===== src/rtl/esc_pkg.sv =====
package esc_pkg;
  // Offset of a register inside a group's four-word window
  localparam logic [1:0] OFS_CLEAR  = 2'd0;
  localparam logic [1:0] OFS_SET    = 2'd1;
  localparam logic [1:0] OFS_ENABLE = 2'd2;
  localparam logic [1:0] OFS_SPARE  = 2'd3;

  typedef enum logic [1:0] {
    WD_IDLE   = 2'd0,
    WD_COUNT  = 2'd1,
    WD_EXPIRE = 2'd2
  } wd_state_e;
endpackage


===== src/rtl/esc_group.sv =====
module esc_group #(
  parameter int EPG = 8
) (
  input  logic           clk,
  input  logic           rst_n,
  input  logic [EPG-1:0] evt_i,
  input  logic [EPG-1:0] clr_i,
  input  logic [EPG-1:0] set_i,
  input  logic           en_we_i,
  input  logic [EPG-1:0] en_wdata_i,
  output logic [EPG-1:0] raw_o,
  output logic [EPG-1:0] en_o,
  output logic           hit_o,
  output logic           any_o
);
  logic [EPG-1:0] raw_q, raw_d, en_q;

  // events and software sets dominate software clears
  always_comb raw_d = (raw_q & ~clr_i) | set_i | evt_i;

  always_ff @(posedge clk or negedge rst_n) begin
    if (!rst_n) begin
      raw_q <= '0;
      en_q  <= '1;
    end else begin
      raw_q <= raw_d;
      if (en_we_i) en_q <= en_wdata_i;
    end
  end

  assign raw_o = raw_q;
  assign en_o  = en_q;
  assign hit_o = |(raw_q & en_q);
  assign any_o = |raw_q;
endmodule


===== src/rtl/esc_watchdog.sv =====
module esc_watchdog
  import esc_pkg::*;
#(
  parameter int              WD_W        = 16,
  parameter logic [WD_W-1:0] DEF_TIMEOUT = 16'd1000
) (
  input  logic            clk,
  input  logic            rst_n,
  input  logic            nmi_i,
  input  logic            any_raw_i,
  input  logic            to_we_i,
  input  logic [WD_W-1:0] to_wdata_i,
  output logic [WD_W-1:0] timeout_o,
  output logic [WD_W-1:0] count_o,
  output logic            rst_req_o
);
  wd_state_e       state_q;
  logic [WD_W-1:0] cnt_q, timeout_q;

  always_ff @(posedge clk or negedge rst_n) begin
    if (!rst_n) begin
      timeout_q <= DEF_TIMEOUT;
      state_q   <= WD_IDLE;
      cnt_q     <= '0;
    end else begin
      if (to_we_i) timeout_q <= to_wdata_i;
      if (!any_raw_i) begin
        state_q <= WD_IDLE;
        cnt_q   <= '0;
      end else begin
        unique case (state_q)
          WD_IDLE:   if (nmi_i) begin
                       state_q <= WD_COUNT;
                       cnt_q   <= '0;
                     end
          WD_COUNT:  if (cnt_q >= timeout_q) state_q <= WD_EXPIRE;
                     else cnt_q <= cnt_q + 1'b1;
          WD_EXPIRE: state_q <= WD_EXPIRE;
          default:   state_q <= WD_IDLE;
        endcase
      end
    end
  end

  assign timeout_o = timeout_q;
  assign count_o   = cnt_q;
  assign rst_req_o = (state_q == WD_EXPIRE);
endmodule


===== src/rtl/esc_regport.sv =====
module esc_regport
  import esc_pkg::*;
#(
  parameter int NG          = 2,
  parameter int EPG         = 8,
  parameter int ADDR_W      = 6,
  parameter int DATA_W      = 16,
  parameter int WD_W        = 16,
  parameter int WD_TO_ADDR  = 60,
  parameter int WD_CNT_ADDR = 61
) (
  input  logic                    clk,
  input  logic                    rst_n,
  input  logic                    req_valid,
  output logic                    req_ready,
  input  logic                    req_write,
  input  logic [ADDR_W-1:0]       req_addr,
  input  logic [DATA_W-1:0]       req_wdata,
  output logic                    rsp_valid,
  input  logic                    rsp_ready,
  output logic [DATA_W-1:0]       rsp_rdata,
  input  logic [NG-1:0][EPG-1:0]  raw_i,
  input  logic [NG-1:0][EPG-1:0]  en_i,
  input  logic [WD_W-1:0]         timeout_i,
  input  logic [WD_W-1:0]         count_i,
  output logic [NG-1:0][EPG-1:0]  clr_o,
  output logic [NG-1:0][EPG-1:0]  set_o,
  output logic [NG-1:0]           en_we_o,
  output logic [EPG-1:0]          en_wdata_o,
  output logic                    to_we_o,
  output logic [WD_W-1:0]         to_wdata_o
);
  localparam int GSEL_W = ADDR_W - 2;

  logic [GSEL_W-1:0] gsel;
  logic [1:0]        ofs;
  logic              accept, wr_acc, rd_acc;
  logic [DATA_W-1:0] rd_data, rsp_q;
  logic              rsp_vq;

  assign gsel      = req_addr[ADDR_W-1:2];
  assign ofs       = req_addr[1:0];
  assign req_ready = !rsp_vq || rsp_ready;
  assign accept    = req_valid && req_ready;
  assign wr_acc    = accept && req_write;
  assign rd_acc    = accept && !req_write;

  for (genvar gi = 0; gi < NG; gi++) begin : g_dec
    logic hit_g;
    assign hit_g       = (gsel == GSEL_W'(gi));
    assign clr_o[gi]   = (wr_acc && hit_g && ofs == OFS_CLEAR) ? req_wdata[EPG-1:0] : '0;
    assign set_o[gi]   = (wr_acc && hit_g && ofs == OFS_SET)   ? req_wdata[EPG-1:0] : '0;
    assign en_we_o[gi] = wr_acc && hit_g && (ofs == OFS_ENABLE);
  end

  assign en_wdata_o = req_wdata[EPG-1:0];
  assign to_we_o    = wr_acc && (req_addr == ADDR_W'(WD_TO_ADDR));
  assign to_wdata_o = req_wdata[WD_W-1:0];

  always_comb begin
    rd_data = '0;
    for (int g = 0; g < NG; g++) begin
      if (gsel == GSEL_W'(g)) begin
        case (ofs)
          OFS_CLEAR, OFS_SET: rd_data[EPG-1:0] = raw_i[g];
          OFS_ENABLE:         rd_data[EPG-1:0] = en_i[g];
          default:            rd_data = '0;
        endcase
      end
    end
    if (req_addr == ADDR_W'(WD_TO_ADDR))  rd_data[WD_W-1:0] = timeout_i;
    if (req_addr == ADDR_W'(WD_CNT_ADDR)) rd_data[WD_W-1:0] = count_i;
  end

  always_ff @(posedge clk or negedge rst_n) begin
    if (!rst_n) begin
      rsp_vq <= 1'b0;
      rsp_q  <= '0;
    end else if (rd_acc) begin
      rsp_vq <= 1'b1;
      rsp_q  <= rd_data;
    end else if (rsp_ready) begin
      rsp_vq <= 1'b0;
    end
  end

  assign rsp_valid = rsp_vq;
  assign rsp_rdata = rsp_q;
endmodule


===== src/rtl/esc_collector.sv =====
module esc_collector #(
  parameter int NUM_GROUPS       = 2,
  parameter int EVENTS_PER_GROUP = 8,
  parameter int ADDR_W           = 6,
  parameter int DATA_W           = 16,
  parameter int WD_W             = 16,
  parameter int DEF_TIMEOUT      = 1000
) (
  input  logic                                   clk,
  input  logic                                   rst_n,
  input  logic [NUM_GROUPS*EVENTS_PER_GROUP-1:0] evt_i,
  input  logic                                   req_valid,
  output logic                                   req_ready,
  input  logic                                   req_write,
  input  logic [ADDR_W-1:0]                      req_addr,
  input  logic [DATA_W-1:0]                      req_wdata,
  output logic                                   rsp_valid,
  input  logic                                   rsp_ready,
  output logic [DATA_W-1:0]                      rsp_rdata,
  output logic                                   nmi_o,
  output logic                                   wd_rst_req_o
);
  localparam int EPG         = EVENTS_PER_GROUP;
  localparam int NUM_EVT     = NUM_GROUPS * EPG;
  localparam int WD_TO_ADDR  = (1 << ADDR_W) - 4;
  localparam int WD_CNT_ADDR = (1 << ADDR_W) - 3;

  logic [NUM_GROUPS-1:0][EPG-1:0] raw, en, clr, set;
  logic [NUM_GROUPS-1:0]          en_we, hit, any;
  logic [EPG-1:0]                 en_wdata;
  logic                           to_we, any_raw;
  logic [WD_W-1:0]                to_wdata, timeout, count;
  logic [NUM_EVT-1:0]             raw_flat;

  esc_regport #(
    .NG(NUM_GROUPS), .EPG(EPG), .ADDR_W(ADDR_W), .DATA_W(DATA_W),
    .WD_W(WD_W), .WD_TO_ADDR(WD_TO_ADDR), .WD_CNT_ADDR(WD_CNT_ADDR)
  ) u_port (
    .clk, .rst_n, .req_valid, .req_ready, .req_write, .req_addr, .req_wdata,
    .rsp_valid, .rsp_ready, .rsp_rdata,
    .raw_i(raw), .en_i(en), .timeout_i(timeout), .count_i(count),
    .clr_o(clr), .set_o(set), .en_we_o(en_we), .en_wdata_o(en_wdata),
    .to_we_o(to_we), .to_wdata_o(to_wdata)
  );

  for (genvar g = 0; g < NUM_GROUPS; g++) begin : g_grp
    esc_group #(.EPG(EPG)) u_grp (
      .clk, .rst_n,
      .evt_i(evt_i[g*EPG +: EPG]),
      .clr_i(clr[g]), .set_i(set[g]),
      .en_we_i(en_we[g]), .en_wdata_i(en_wdata),
      .raw_o(raw[g]), .en_o(en[g]), .hit_o(hit[g]), .any_o(any[g])
    );
    assign raw_flat[g*EPG +: EPG] = raw[g];
  end

  assign nmi_o   = |hit;
  assign any_raw = |any;

  esc_watchdog #(.WD_W(WD_W), .DEF_TIMEOUT(WD_W'(DEF_TIMEOUT))) u_wd (
    .clk, .rst_n, .nmi_i(nmi_o), .any_raw_i(any_raw),
    .to_we_i(to_we), .to_wdata_i(to_wdata),
    .timeout_o(timeout), .count_o(count), .rst_req_o(wd_rst_req_o)
  );
endmodule


===== config.mk =====
export PLATFORM = sky130hd
export DESIGN_NAME = esc_collector
export DESIGN_NICKNAME = d
export VERILOG_FILES = /design/src/rtl/esc_pkg.sv /design/src/rtl/esc_group.sv /design/src/rtl/esc_watchdog.sv /design/src/rtl/esc_regport.sv /design/src/rtl/esc_collector.sv
export SDC_FILE = /design/constraint.sdc
export NUM_CORES = 1
export LEC_CHECK = 0
export BUFFER_PORTS_ARGS = -buffer_cell sky130_fd_sc_hd__buf_2
export CORE_MARGIN = 2
export CORE_UTILIZATION = 54
export CTS_BUF_LIST = sky130_fd_sc_hd__clkbuf_4
export DETAILED_ROUTE_END_ITERATION = 12
export PLACE_DENSITY_LB_ADDON = 0.12
export SYNTH_ARGS = -nofsm -noshare
export SYNTH_HDL_FRONTEND = slang
export SYNTH_SLANG_ARGS = --single-unit

===== constraint.sdc =====
create_clock -name clk -period 2.1 [get_ports clk]
set_input_delay 0.21 -clock clk [delete_from_list [all_inputs] [get_ports clk]]
set_output_delay 0.21 -clock clk [all_outputs]
set_load 0.02 [all_outputs]

* After elaboration in Yosys (flattened, before gate mapping)
Index checks and enable logic that the tools add are counted.
** Storage, ports and cells
- Input bits :: 43
- Logic and storage cells :: 78
- Flip-flop bits (word level) :: 83
- Output and inout port bits :: 20
** Operators by class
- Bitwise operators :: 10
- Add/sub/neg operators :: 1
- Reductions and logical operators :: 25
- $lt $le $gt $ge :: 1
- Multiplexer cells :: 21
- Eq/ne operators :: 11
** Operators with widths (number)
- two-way mux 16 bit :: 6
- two-way mux 8 bit :: 6
- AND 8 bit :: 4
- OR 8 bit :: 4
- one-hot mux 16 bit (2 select lines) :: 1
- one-hot mux 8 bit (2 select lines) :: 2
- OR reduction 16 bit :: 2
- adder 16 x 1 -> 16 bit, second input constant :: 1
- >= comparator 16 bit :: 1
- inverter 8 bit :: 2
- == test 6 bit, second input constant :: 2
- logical AND 1 bit :: 12
- != test 3 bit, second input constant :: 4
- two-way mux 2 bit :: 3
- one-hot mux 2 bit (3 select lines) :: 1
- == test 2 x 1 -> 1 bit, second input constant :: 2
- == test 2 bit, second input constant :: 2
- == test 4 x 1 -> 1 bit, second input constant :: 1
- logical NOT 2 bit :: 2
- logical NOT 4 bit :: 1
- AND reduction 3 bit :: 1
- OR reduction 3 bit :: 1
- logical NOT 1 bit :: 2
- two-way mux 1 bit :: 2
- other kinds (4) :: 4

* Longest topological paths before layout
Gate-level depths: netlist of the first run.
- Word-level depth :: 11
- Mapped depth :: 9
- Depth with buffers taken out :: 8

* Modules after synthesis
Synthesis of the first run repeated with hierarchy kept, for this count alone.
** Second synthesis, totals
- Cells, all modules :: 523
- Area total of the unflattened synthesis :: 4946.0 sq um
** By module, submodules not included
- esc_watchdog :: cells each 218, area each 2006.9 sq um, sequential area each 858.3 sq um, instances 1
- esc_regport :: cells each 189, area each 1537.7 sq um, sequential area each 425.4 sq um, instances 1
- esc_group :: cells each 57, area each 694.4 sq um, sequential area each 410.4 sq um, instances 2
- esc_collector :: cells each 2, area each 12.5 sq um, sequential area each 0.0 sq um, instances 1

* Worst setup path after synthesis of the first run
OpenSTA, ideal clock, no wires.
- Path type :: flip-flop to flip-flop
- Start point :: register u_wd.timeout_q[9] (netlist: u_wd.timeout_o[9])
- End point :: register u_wd.cnt_q[3] (netlist: u_wd.count_o[3])
- Slack :: -0.232 ns
- Arrival :: 2.231 ns
- Setup time :: 0.101 ns
- Clock period less this slack :: 2.332 ns
- Cell stages (with the launch flop) :: 10
- Data required time :: 1.999 ns
- Cell sequence :: dfstp_2 > inv_1 > ha_1 > a21o_1 > a221o_1 > a21oi_4 > o21ai_4 > or2_1 > buf_6 > o311ai_2
** Between the ends
- Longest elaborated chain between the ends :: 3
** RTL lines
- from (decl) :: line esc_watchdog.sv:18 : logic [WD_W-1:0] cnt_q, timeout_q;
- from (signal assigned) :: line esc_watchdog.sv:26 : if (to_we_i) timeout_q <= to_wdata_i;
- >= comparator 16 bit :: line esc_watchdog.sv:36 : WD_COUNT: if (cnt_q >= timeout_q) state_q <= WD_EXPIRE;
- != test 3 bit (no source line)
- AND reduction 3 bit (no source line)
- to (signal assigned) :: line esc_watchdog.sv:37 : else cnt_q <= cnt_q + 1'b1;
- to (decl) :: line esc_watchdog.sv:18
Every way passes these cells.
A chain may end at the register's enable or synchronous reset.

* Final worst setup path of the first run
- Start point :: register u_wd.timeout_q[9] (netlist: u_wd.timeout_o[9])
- End point :: register u_wd.cnt_q[11] (netlist: u_wd.count_o[11])
The elaborated chain is that of the path after synthesis.

==> results of run 1 <==
## registers in the layout, indices dropped and copies added (netlist names)
| signal | flops |
|---|---|
| g_grp.u_grp.en_o | 16 |
| g_grp.u_grp.raw_o | 16 |
| u_port.rsp_rdata | 16 |
| u_port.rsp_valid | 1 |
| u_wd.count_o | 16 |
| u_wd.state_q | 2 |
| u_wd.timeout_o | 16 |
## repair_timing
action	CTS	global route
buffers inserted	11	1
gates cloned	1	0
pin swaps	11	5
hold endpoints to repair	54	0
setup endpoints to repair	19	19
gates resized for setup	15	11
hold buffers	26	0
## metrics by stage
step	hold slack, ns	TNS (ns)	area (µm²)	cells
floorplan	-0.08559	-0.4183	4668	473
global placement	0.1882	-1.592	5415	671
detailed placement	0.1903	-2.858	5415	671
CTS	0.04615	-3.207	6008	725
global route	0.04925	-4.204	6060	726
finish	0.05513	-2.876	6060	726
## power by group through the flow
| stage | registers, mW | clock network (mW) | logic, mW |
|---|---|---|---|
| 2_1_floorplan | 1.98 | 0 | 0.683 |
| 3_3_place_gp | 1.90 | 0 | 1.15 |
| 3_5_place_dp | 1.91 | 0 | 1.19 |
| 4_1_cts | 1.89 | 1.09 | 1.34 |
| 5_1_grt | 1.91 | 1.16 | 1.52 |
| 6_report | 1.89 | 1.08 | 1.37 |
## cell families (layout without fill, tap and decap cells)
| group | after synthesis | after routing | synth area share |
|---|---|---|---|
| fa+ha+maj | 21 | 21 | 0.05645 |
| simple gates | 162 | 162 | 0.1718 |
| compound gates | 132 | 132 | 0.2145 |
| buf+inv | 47 | 195 | 0.04032 |
| mux | 28 | 28 | 0.06479 |
| flops | 83 | 83 | 0.4521 |
## synthesized netlist by cell type, drive strengths merged, types with 4 or more instances
master and count:
nor4 4, and2 5, o22ai 10, dfstp 22
mux2i 11, nor2b 17, inv 29, buf 4
o21ai 23, nor2 27, nand4 5, mux2 17
nand2b 5, nand2 70, a21oi 33, o311ai 7
nand3 11, clkbuf 14, a221o 17, a22o 4
a221oi 4, or4 5, ha 21, nor3 5
a31oi 9, a22oi 8, dfrtp 61, o211ai 10
## worst min-delay path, cell delays in order
cell     delay (ns)
buf_2          0.14
nand2_1        0.06
o21ai_0        0.07
## final cells by class
cell class	count	area [µm²]	share of cell area
tap	105	131.4	0.02168
multi-input combinational	343	2485	0.4101
clock inverter	6	88.84	0.01466
sequential	83	2105	0.3473
inverter	29	108.9	0.01796
timing repair buffer	150	1066	0.1759
clock buffer	10	75.07	0.01239
## routing by layer
layer | share of wire | track usage
met2 | 0.45 | 0.4263
met4 | 0.022 | 0.08776
met1 | 0.47 | 0.3871
met5 | 0 | 0
met3 | 0.055 | 0.05202
## worst min-delay path by stage
stage	startpoint	to	slack, ns	cells past startpoint
floorplan	rst_n	g_grp[0].u_grp.raw_o[0]$_DFF_PN0_	-0.09	0
global placement	rst_n	u_port.rsp_valid$_DFFE_PN0P_	0.19	1
detailed placement	rst_n	u_port.rsp_valid$_DFFE_PN0P_	0.19	1
CTS	req_wdata[6]	u_wd.timeout_o[6]$_DFFE_PN1P_	0.05	3
global route	req_wdata[7]	u_wd.timeout_o[7]$_DFFE_PN1P_	0.05	3
finish	req_wdata[6]	u_wd.timeout_o[6]$_DFFE_PN1P_	0.06	3
==> results.py, run 1 <==
metrics = {
    "layout": {
        "final_cell_mix": "nand2_1, buf_2, dfrtp_1, buf_4, a21oi_1",
        "area_growth_syn_to_layout_pct": 30.19,
        "drive_above_1_share": 0.3494,
        "fillers": 617,
        "nets": 680,
        "final_common_cell": "nand2_1",
        "antennaDiodeCount": 0,
        "postLayoutCoreUtil": 0.7301,
    },
    "global_route": {
        "grt_pass1_vias": 4322,
        "grt_max_degree": 52,
        "antenna_found_initial": 0,
        "grt_usage": 0.2734,
        "gr-total-overflow": 0,
        "grt_pass1_wl_um": 21080,
    },
    "setup_path": {
        "crit_cells": 10,
        "cp.buffers_inverters": 3,
        "cp-start-kind": "flip-flop",
        "rr_endpoint": "u_wd.count_o[11]$_DFFE_PN0P_",
        "cp-startpoint": "u_wd.timeout_o[9]$_DFFE_PN1P_",
        "slowest_stage": "dfstp_2",
        "critPathMaxStageDelay_ns": 0.57,
        "critical-path-top-delay-family": "compound AO/OA/AOI/OAI gates",
        "required_ns": 2.48,
        "r2r_slack_ns": -0.22,
        "crit_path_end_kind": "flip-flop",
        "timing.critical_path.to": "u_wd.count_o[11]$_DFFE_PN0P_",
        "r2r-start": "u_wd.timeout_o[9]$_DFFE_PN1P_",
        "reg2regPathDepth": 10,
        "worstSetupPathType": "flip-flop to flip-flop",
        "critPathMaxFanout": 3,
        "critical_path.cell_chain": "inv_2 > ha_4 > a21o_1 > a221o_1 > a21oi_4 > buf_4 > buf_6 > o2111ai_2 > or3_1 > o21ai_1",
        "worstPathArrival_ns": 2.70,
    },
    "power": {
        "p_per_area_nw_per_um2": 716.1,
        "power_frac_clock": 0.249,
        "p_switching_mw": 1.487,
        "seqPwrFrac": 0.435,
        "power_mw": 4.340,
        "intPower_mw": 2.852,
        "p_leak_nw": 2.623,
        "switching_share": 0.3428,
        "max-vdd-ir-drop_mv": 0.6665,
        "combinationalPowerShare": 0.316,
    },
    "clock_tree": {
        "clkSlewWorstSetupHoldPaths_ns": 0.15,
        "cts_buffer_depth": 2,
        "cts_sinks": 83,
        "htree_levels": 3,
        "cts_buffers": 9,
        "clk_latency_ns": 0.44,
        "cts_tree": "built",
        "cts_root_buffer": "clkbuf_4",
    },
    "detailed_routing": {
        "avgRoutedWirePerCell_um": 16.97,
        "wirelength_um": 12320,
        "ant_nets": 0,
        "vias": 4216,
        "drt_drc_violations_left": 0,
        "viasPerCell": 5.807,
        "drtIter0Drc": 256,
        "dr.pass1.iters": 5,
    },
    "synthesis": {
        "ys_seq_area_frac": 0.4522,
        "synthesis.area_um2": 4654,
        "syn-num-nets": 537,
        "synthFlopType": "dfrtp_1",
        "yosysTopAreaCell": "dfrtp_1",
        "synth_edf_count": 0,
        "netlist_top_cells_area": "dfrtp_1, dfstp_2, ha_1",
        "syn_inst": 473,
        "synth.avg_cell_area_um2": 9.840,
        "ys_ff_latch": 83,
        "synthArstFlopShare": 1.000,
        "synth_cell_types": 51,
        "ys_warn_count": 0,
        "yosys.area.top_type_share": 0.3280,
    },
    "outcome": {
        "status": "finished with violations",
        "violations": "negative setup slack",
    },
    "placed_design": {
        "hpwl_um": 8607,
        "place_congestion": 0.8344,
        "pre_cts_slack_ns": -0.2379,
        "io_buffers": 62,
    },
    "die": {
        "die_width_um": 96.84,
        "die_h_um": 96.84,
        "start_util": 0.5608,
        "core_um2": 8299,
        "num_rows": 33,
        "io_pins": 63,
        "die-area_um2": 9378,
    },
    "sta": {
        "min_period_ns": 2.323,
        "drv_slew": 0,
        "worst_pin_slew_ns": 0.4473,
        "slew_headroom": 0.7018,
        "layout_setup_ws_ns": -0.2227,
        "rsz0062_at_grt": "true",
        "setup_viol": 19,
        "final-hold-violation-count": 0,
        "period_share": 1.106,
        "clock_skew_ns": 0.02198,
        "fmax_mhz": 430.5,
    },
    "flow_run": {
        "drv_cap": 0,
    },
    "hold_path": {
        "hold_path_class": "input pin to flip-flop",
    },
}
Power figures use the tool's default switching activity.
==> run 2, diff against run 1 <==
Settings changed: CORE_UTILIZATION 54 to 25.
==> run 2 against run 1 <==
Effect of this change: the flow still finishes with violations (negative setup slack); final area up 4.4%; sequential cell count is the same; clock skew is 0.0090 ns higher; count of clock-buffer cells in the layout rose by 1; highest routed layer unchanged; combinational power grew 10%; utilization fell by 38 points.
==> results.py, run 2 (synthesized netlist as in run 1, its figures left out) <==
metrics = {
    "placed_design": {
        "place_congestion": 0.8589,
        "pre_cts_slack_ns": -0.2176,
        "io_buffers": 62,
        "dp_cells": 820,
        "hpwl_um": 11100,
    },
    "outcome": {
        "status": "finished with violations",
        "violations": "negative setup slack",
    },
    "flow_run": {
        "drv_cap": 0,
    },
    "clock_tree": {
        "cts_tree": "built",
        "clkSlewWorstSetupHoldPaths_ns": 0.13,
        "cts_buffers": 9,
        "cts_sinks": 83,
        "cts_root_buffer": "clkbuf_4",
        "clk_latency_ns": 0.48,
        "cts_buffer_depth": 2,
        "htree_levels": 3,
    },
    "layout": {
        "postLayoutCoreUtil": 0.3497,
        "final_common_cell": "buf_4",
        "regArea_um2": 2106,
        "fillers": 1885,
        "drive_above_1_share": 0.3631,
        "final_cell_mix": "buf_4, nand2_1, dfrtp_1, buf_2, a21oi_1",
        "area_growth_syn_to_layout_pct": 35.89,
        "fin_cells": 869,
        "nets": 698,
        "multi_input_area_um2": 2455,
    },
    "detailed_routing": {
        "wirelength_um": 14490,
        "viasPerCell": 4.883,
        "vias": 4243,
        "drt_drc_violations_left": 0,
        "ant_nets": 0,
        "avgRoutedWirePerCell_um": 16.68,
        "drtIter0Drc": 312,
        "dr.pass1.iters": 6,
    },
    "die": {
        "die-area_um2": 19720,
        "core_um2": 18090,
        "die_width_um": 140.4,
        "io_pins": 63,
        "die_h_um": 140.4,
        "num_rows": 49,
        "start_util": 0.2574,
    },
    "setup_path": {
        "critPathMaxStageDelay_ns": 0.42,
        "slowest_stage": "dfrtp_1",
        "critPathMaxFanout": 13,
        "cp-start-kind": "flip-flop",
        "worstPathArrival_ns": 2.73,
        "worstSetupPathType": "flip-flop to flip-flop",
        "crit_path_end_kind": "flip-flop",
        "cp.buffers_inverters": 1,
        "critical-path-top-delay-family": "compound AO/OA/AOI/OAI gates",
        "required_ns": 2.49,
        "critical_path.cell_chain": "ha_1 > nand2b_4 > a2111o_1 > a31oi_4 > o21ai_4 > buf_4 > or4_1 > nand3_1",
    },
    "sta": {
        "layout_setup_ws_ns": -0.2418,
        "final-hold-violation-count": 0,
        "worst_pin_slew_ns": 0.4223,
        "clock_skew_ns": 0.03095,
        "period_share": 1.115,
        "rsz0062_at_grt": "true",
        "setup_viol": 19,
        "min_period_ns": 2.342,
        "fmax_mhz": 427.0,
        "slew_headroom": 0.7176,
        "drv_slew": 0,
        "tns_ns": -2.416,
    },
    "global_route": {
        "antenna_found_initial": 1,
        "grt_pass1_wl_um": 23190,
        "top_usage_layer": "met1",
        "use_met1": 0.2238,
        "use_met2": 0.2219,
        "use_met3": 0.02667,
        "grt_pass1_vias": 4163,
        "grt_usage": 0.1520,
        "gr-total-overflow": 0,
        "grt_max_degree": 43,
    },
    "power": {
        "max-vdd-ir-drop_mv": 0.2506,
        "p_leak_nw": 2.699,
        "power_mw": 4.388,
        "p_per_area_nw_per_um2": 693.7,
    },
    "hold_path": {
        "hold_path_class": "input pin to flip-flop",
    },
}
[run 2: changes by cell type in the layout (fill, tap and decap cells not counted), sizes merged]
| cell | change |
|---|---|
| buf | +16 |
| dlygate4sd3 | +2 |
| clkinv | +1 |
| bufinv | -1 |
| diode | +1 |
| inv | -1 |
| clkbuf | +1 |
[run 2: where the power goes]
part           switching [mW]  internal [mW]  leakage [nW]
clock                   0.611          0.386        0.0729
combinational           0.843          0.664          1.71
sequential             0.0976           1.79         0.918
[run 2: cell type report]
cell class	count	area share
flip-flops and latches	83	0.3329
clock buffers	11	0.01306
clock inverters	5	0.008704
repair buffers	168	0.1943
diodes	1	0.0003956
well taps	229	0.04530
inverters	29	0.01721
multi-input cells	343	0.3881
[run 2: worst min-delay path: stages]
cell     delay [ns]
buf_2          0.10
nand2_1        0.08
o21ai_0        0.08
[run 2: timing repair]
action | in CTS | in global routing
resized for setup | 15 | 9
hold buffers | 28 | 0
pin swaps | 7 | 4
hold endpoints to repair | 81 | 0
buffers inserted | 2 | 2
setup endpoints to repair | 19 | 19
[run 2: per-stage QoR]
| stage | hold WS [ns] | area (µm²) |
|---|---|---|
| 4_1_cts | 0.001861 | 6270 |
| 3_3_place_gp | 0.1195 | 5771 |
| 5_1_grt | 0.01094 | 6325 |
| 2_1_floorplan | -0.08559 | 4668 |
| 3_5_place_dp | 0.1243 | 5771 |
| 6_report | 0.03594 | 6325 |
[run 2: worst paths after layout]
check / from / to / slack [ns] / cells after the start
max: u_wd.timeout_o[0]$_DFFE_PN0P_ / u_wd.count_o[15]$_DFFE_PN0P_ / -0.24 / 8
min: req_valid / u_port.rsp_valid$_DFFE_PN0P_ / 0.04 / 3
max reg2reg: u_wd.timeout_o[0]$_DFFE_PN0P_ / u_wd.count_o[15]$_DFFE_PN0P_ / -0.24 / 8
min reg2reg: u_wd.timeout_o[8]$_DFFE_PN1P_ / u_wd.timeout_o[8]$_DFFE_PN1P_ / 0.51 / 2
max in group asynchronous: rst_n / u_wd.timeout_o[9]$_DFFE_PN1P_ / 1.25 / 3
min in group asynchronous: rst_n / u_wd.state_q[1]$_DFFE_PN0P_ / 0.15 / 2
[run 2: layer usage]
layer	part of all wire	vias to the layer above
met5	0	-
met4	0.019	0
met3	0.044	16
met2	0.44	78
met1	0.50	2091
li1	-	2058
==> run 3, diff against run 2 <==
Settings changed: CORE_ASPECT_RATIO from default to 1.75.
==> run 3 against run 2 <==
Effect of this change: critical path depth rose by 1; critical endpoint is now u_wd.count_o[4]$_DFFE_PN0P_; sequential share of layout area fell by 0.68 points; die area rose by 0.22%; cell count rose by 0.81%; utilization rose by 0.088 points; highest routed layer unchanged; count of clock-buffer cells in the layout fell by 1; the run still ends with negative setup slack left; fmax rose by 4.2%; register-to-register slack improved by 0.09 ns.
==> results.py, run 3 (synthesized netlist as in run 1, its figures left out) <==
metrics = {
    "outcome": {
        "status": "finished with violations",
        "violations": "negative setup slack",
    },
    "global_route": {
        "grt_pass1_wl_um": 24290,
        "grt_max_degree": 35,
        "grt_pass1_vias": 4509,
        "antenna_found_initial": 1,
        "gr-total-overflow": 0,
        "grt_usage": 0.1603,
    },
    "sta": {
        "final-hold-violation-count": 0,
        "drv_slew": 0,
        "tns_ns": -1.609,
        "setup_viol": 18,
        "period_share": 1.070,
        "layout_setup_ws_ns": -0.1477,
        "clock_skew_ns": 0.02067,
        "rsz0062_at_grt": "true",
        "slew_headroom": 0.6741,
        "min_period_ns": 2.248,
        "fmax_mhz": 444.9,
        "worst_pin_slew_ns": 0.4888,
    },
    "clock_tree": {
        "cts_buffers": 9,
        "cts_sinks": 83,
        "htree_levels": 3,
        "cts_root_buffer": "clkbuf_4",
        "clk_latency_ns": 0.44,
        "cts_buffer_depth": 2,
        "clkSlewWorstSetupHoldPaths_ns": 0.15,
        "cts_tree": "built",
    },
    "placed_design": {
        "dp_cells": 822,
        "place_congestion": 0.8204,
        "hpwl_um": 11490,
        "io_buffers": 62,
        "place_area_um2": 5742,
    },
    "detailed_routing": {
        "vias": 4202,
        "avgRoutedWirePerCell_um": 17.14,
        "drt_drc_violations_left": 0,
        "viasPerCell": 4.797,
        "ant_nets": 0,
        "wirelength_um": 15020,
        "drtIter0Drc": 121,
        "dr.pass1.iters": 4,
    },
    "hold_path": {
        "hold_path_class": "input pin to flip-flop",
    },
    "setup_path": {
        "critPathMaxFanout": 5,
        "worstSetupPathType": "flip-flop to flip-flop",
        "critical-path-top-delay-family": "compound AO/OA/AOI/OAI gates",
        "critical_path.cell_chain": "inv_2 > ha_4 > a21o_1 > a221o_1 > a21oi_4 > o21ai_4 > or2_4 > buf_6 > o311ai_2",
        "crit_path_end_kind": "flip-flop",
        "slowest_stage": "dfstp_2",
        "cp-start-kind": "flip-flop",
        "worstPathArrival_ns": 2.59,
        "required_ns": 2.44,
        "critPathMaxStageDelay_ns": 0.56,
        "r2r_slack_ns": -0.15,
        "cp.buffers_inverters": 2,
    },
    "power": {
        "p_per_area_nw_per_um2": 758.6,
        "p_leak_nw": 2.721,
        "max-vdd-ir-drop_mv": 0.3190,
    },
    "die": {
        "num_rows": 66,
        "io_pins": 63,
        "die_width_um": 107.1,
        "die-area_um2": 19770,
        "core_um2": 18420,
        "die_h_um": 184.5,
        "start_util": 0.2528,
    },
    "layout": {
        "fillers": 1880,
        "nets": 696,
        "final_cell_mix": "buf_4, nand2_1, dfrtp_1, buf_2, a21oi_1",
        "final_area_um2": 6456,
        "postLayoutCoreUtil": 0.3506,
        "final_common_cell": "buf_4",
        "area_growth_syn_to_layout_pct": 38.71,
        "fin_cells": 876,
        "drive_above_1_share": 0.3673,
    },
    "flow_run": {
        "drv_cap": 0,
    },
}
## run 3: cell count changes in the layout (fill, tap and decap cells not counted), sizes merged
cell	previous run	this run
dlygate4sd3	28	27
clkbuf	11	10
buf	140	139
clkinv	2	1
bufinv	1	3
## run 3: metrics by stage
| stage | setup WS, ns | total power, mW | hold slack (ns) |
|---|---|---|---|
| 2_1_floorplan | -0.09290 | 2.660 | -0.08559 |
| 3_3_place_gp | -0.1162 | 3.267 | 0.2060 |
| 3_5_place_dp | -0.1921 | 3.299 | 0.2085 |
| 4_1_cts | -0.1648 | 4.921 | 0.01060 |
| 5_1_grt | -0.2513 | 5.181 | 0.03551 |
| 6_report | -0.1477 | 4.898 | 0.04197 |
## run 3: where the power goes
| part | internal (mW) | switching (mW) | leakage [nW] |
|---|---|---|---|
| clock | 0.618 | 0.602 | 0.0928 |
| combinational | 0.830 | 0.956 | 1.71 |
| sequential | 1.79 | 0.106 | 0.918 |
## run 3: path summary, 6_finish.rpt
kind / from / endpoint / cells after the start
min in group asynchronous: rst_n / u_port.rsp_rdata[15]$_DFFE_PN0P_ / 2
hold / removal: req_valid / u_port.rsp_valid$_DFFE_PN0P_ / 3
setup / recovery: u_wd.timeout_o[9]$_DFFE_PN1P_ / u_wd.count_o[4]$_DFFE_PN0P_ / 9
hold reg to reg: u_wd.timeout_o[9]$_DFFE_PN1P_ / u_wd.timeout_o[9]$_DFFE_PN1P_ / 2
max in group asynchronous: rst_n / g_grp[1].u_grp.en_o[2]$_DFFE_PN1P_ / 3
setup reg to reg: u_wd.timeout_o[9]$_DFFE_PN1P_ / u_wd.count_o[4]$_DFFE_PN0P_ / 9
## run 3: what timing repair did
| action | CTS | global route |
|---|---|---|
| hold endpoints to repair | 45 | 0 |
| setup endpoints to repair | 19 | 19 |
| hold buffers | 27 | 0 |
| gates resized for setup | 22 | 11 |
| pin swaps | 7 | 6 |
| setup buffers | 7 | 2 |
| gates cloned | 1 | 0 |
## run 3: layer usage
layer,vias to the layer above,global-route usage,share of wire
met2,91,0.3101,0.56
met4,0,0.07481,0.037
met1,2024,0.1664,0.38
met3,34,0.02086,0.023
met5,-,0,0
li1,2053,-,-
## run 3: layout make-up
cell class	count	area, µm²	share of cell area
Inverter	29	108.9	0.01686
Sequential cell	83	2106	0.3262
Multi-Input combinational cell	343	2509	0.3886
Clock inverter	6	113.9	0.01764
Timing Repair Buffer	166	1244	0.1926
Tap cell	238	297.8	0.04612
Antenna cell	1	2.502	0.0003876
Clock buffer	10	75.07	0.01163
## run 3: worst register-to-register path: stages, from the launching register on
cell and delay [ns]:
dfstp_2 0.56, inv_2 0.05, ha_4 0.20, a21o_1 0.15
a221o_1 0.33, a21oi_4 0.16, o21ai_4 0.10, or2_4 0.25
buf_6 0.15, o311ai_2 0.21
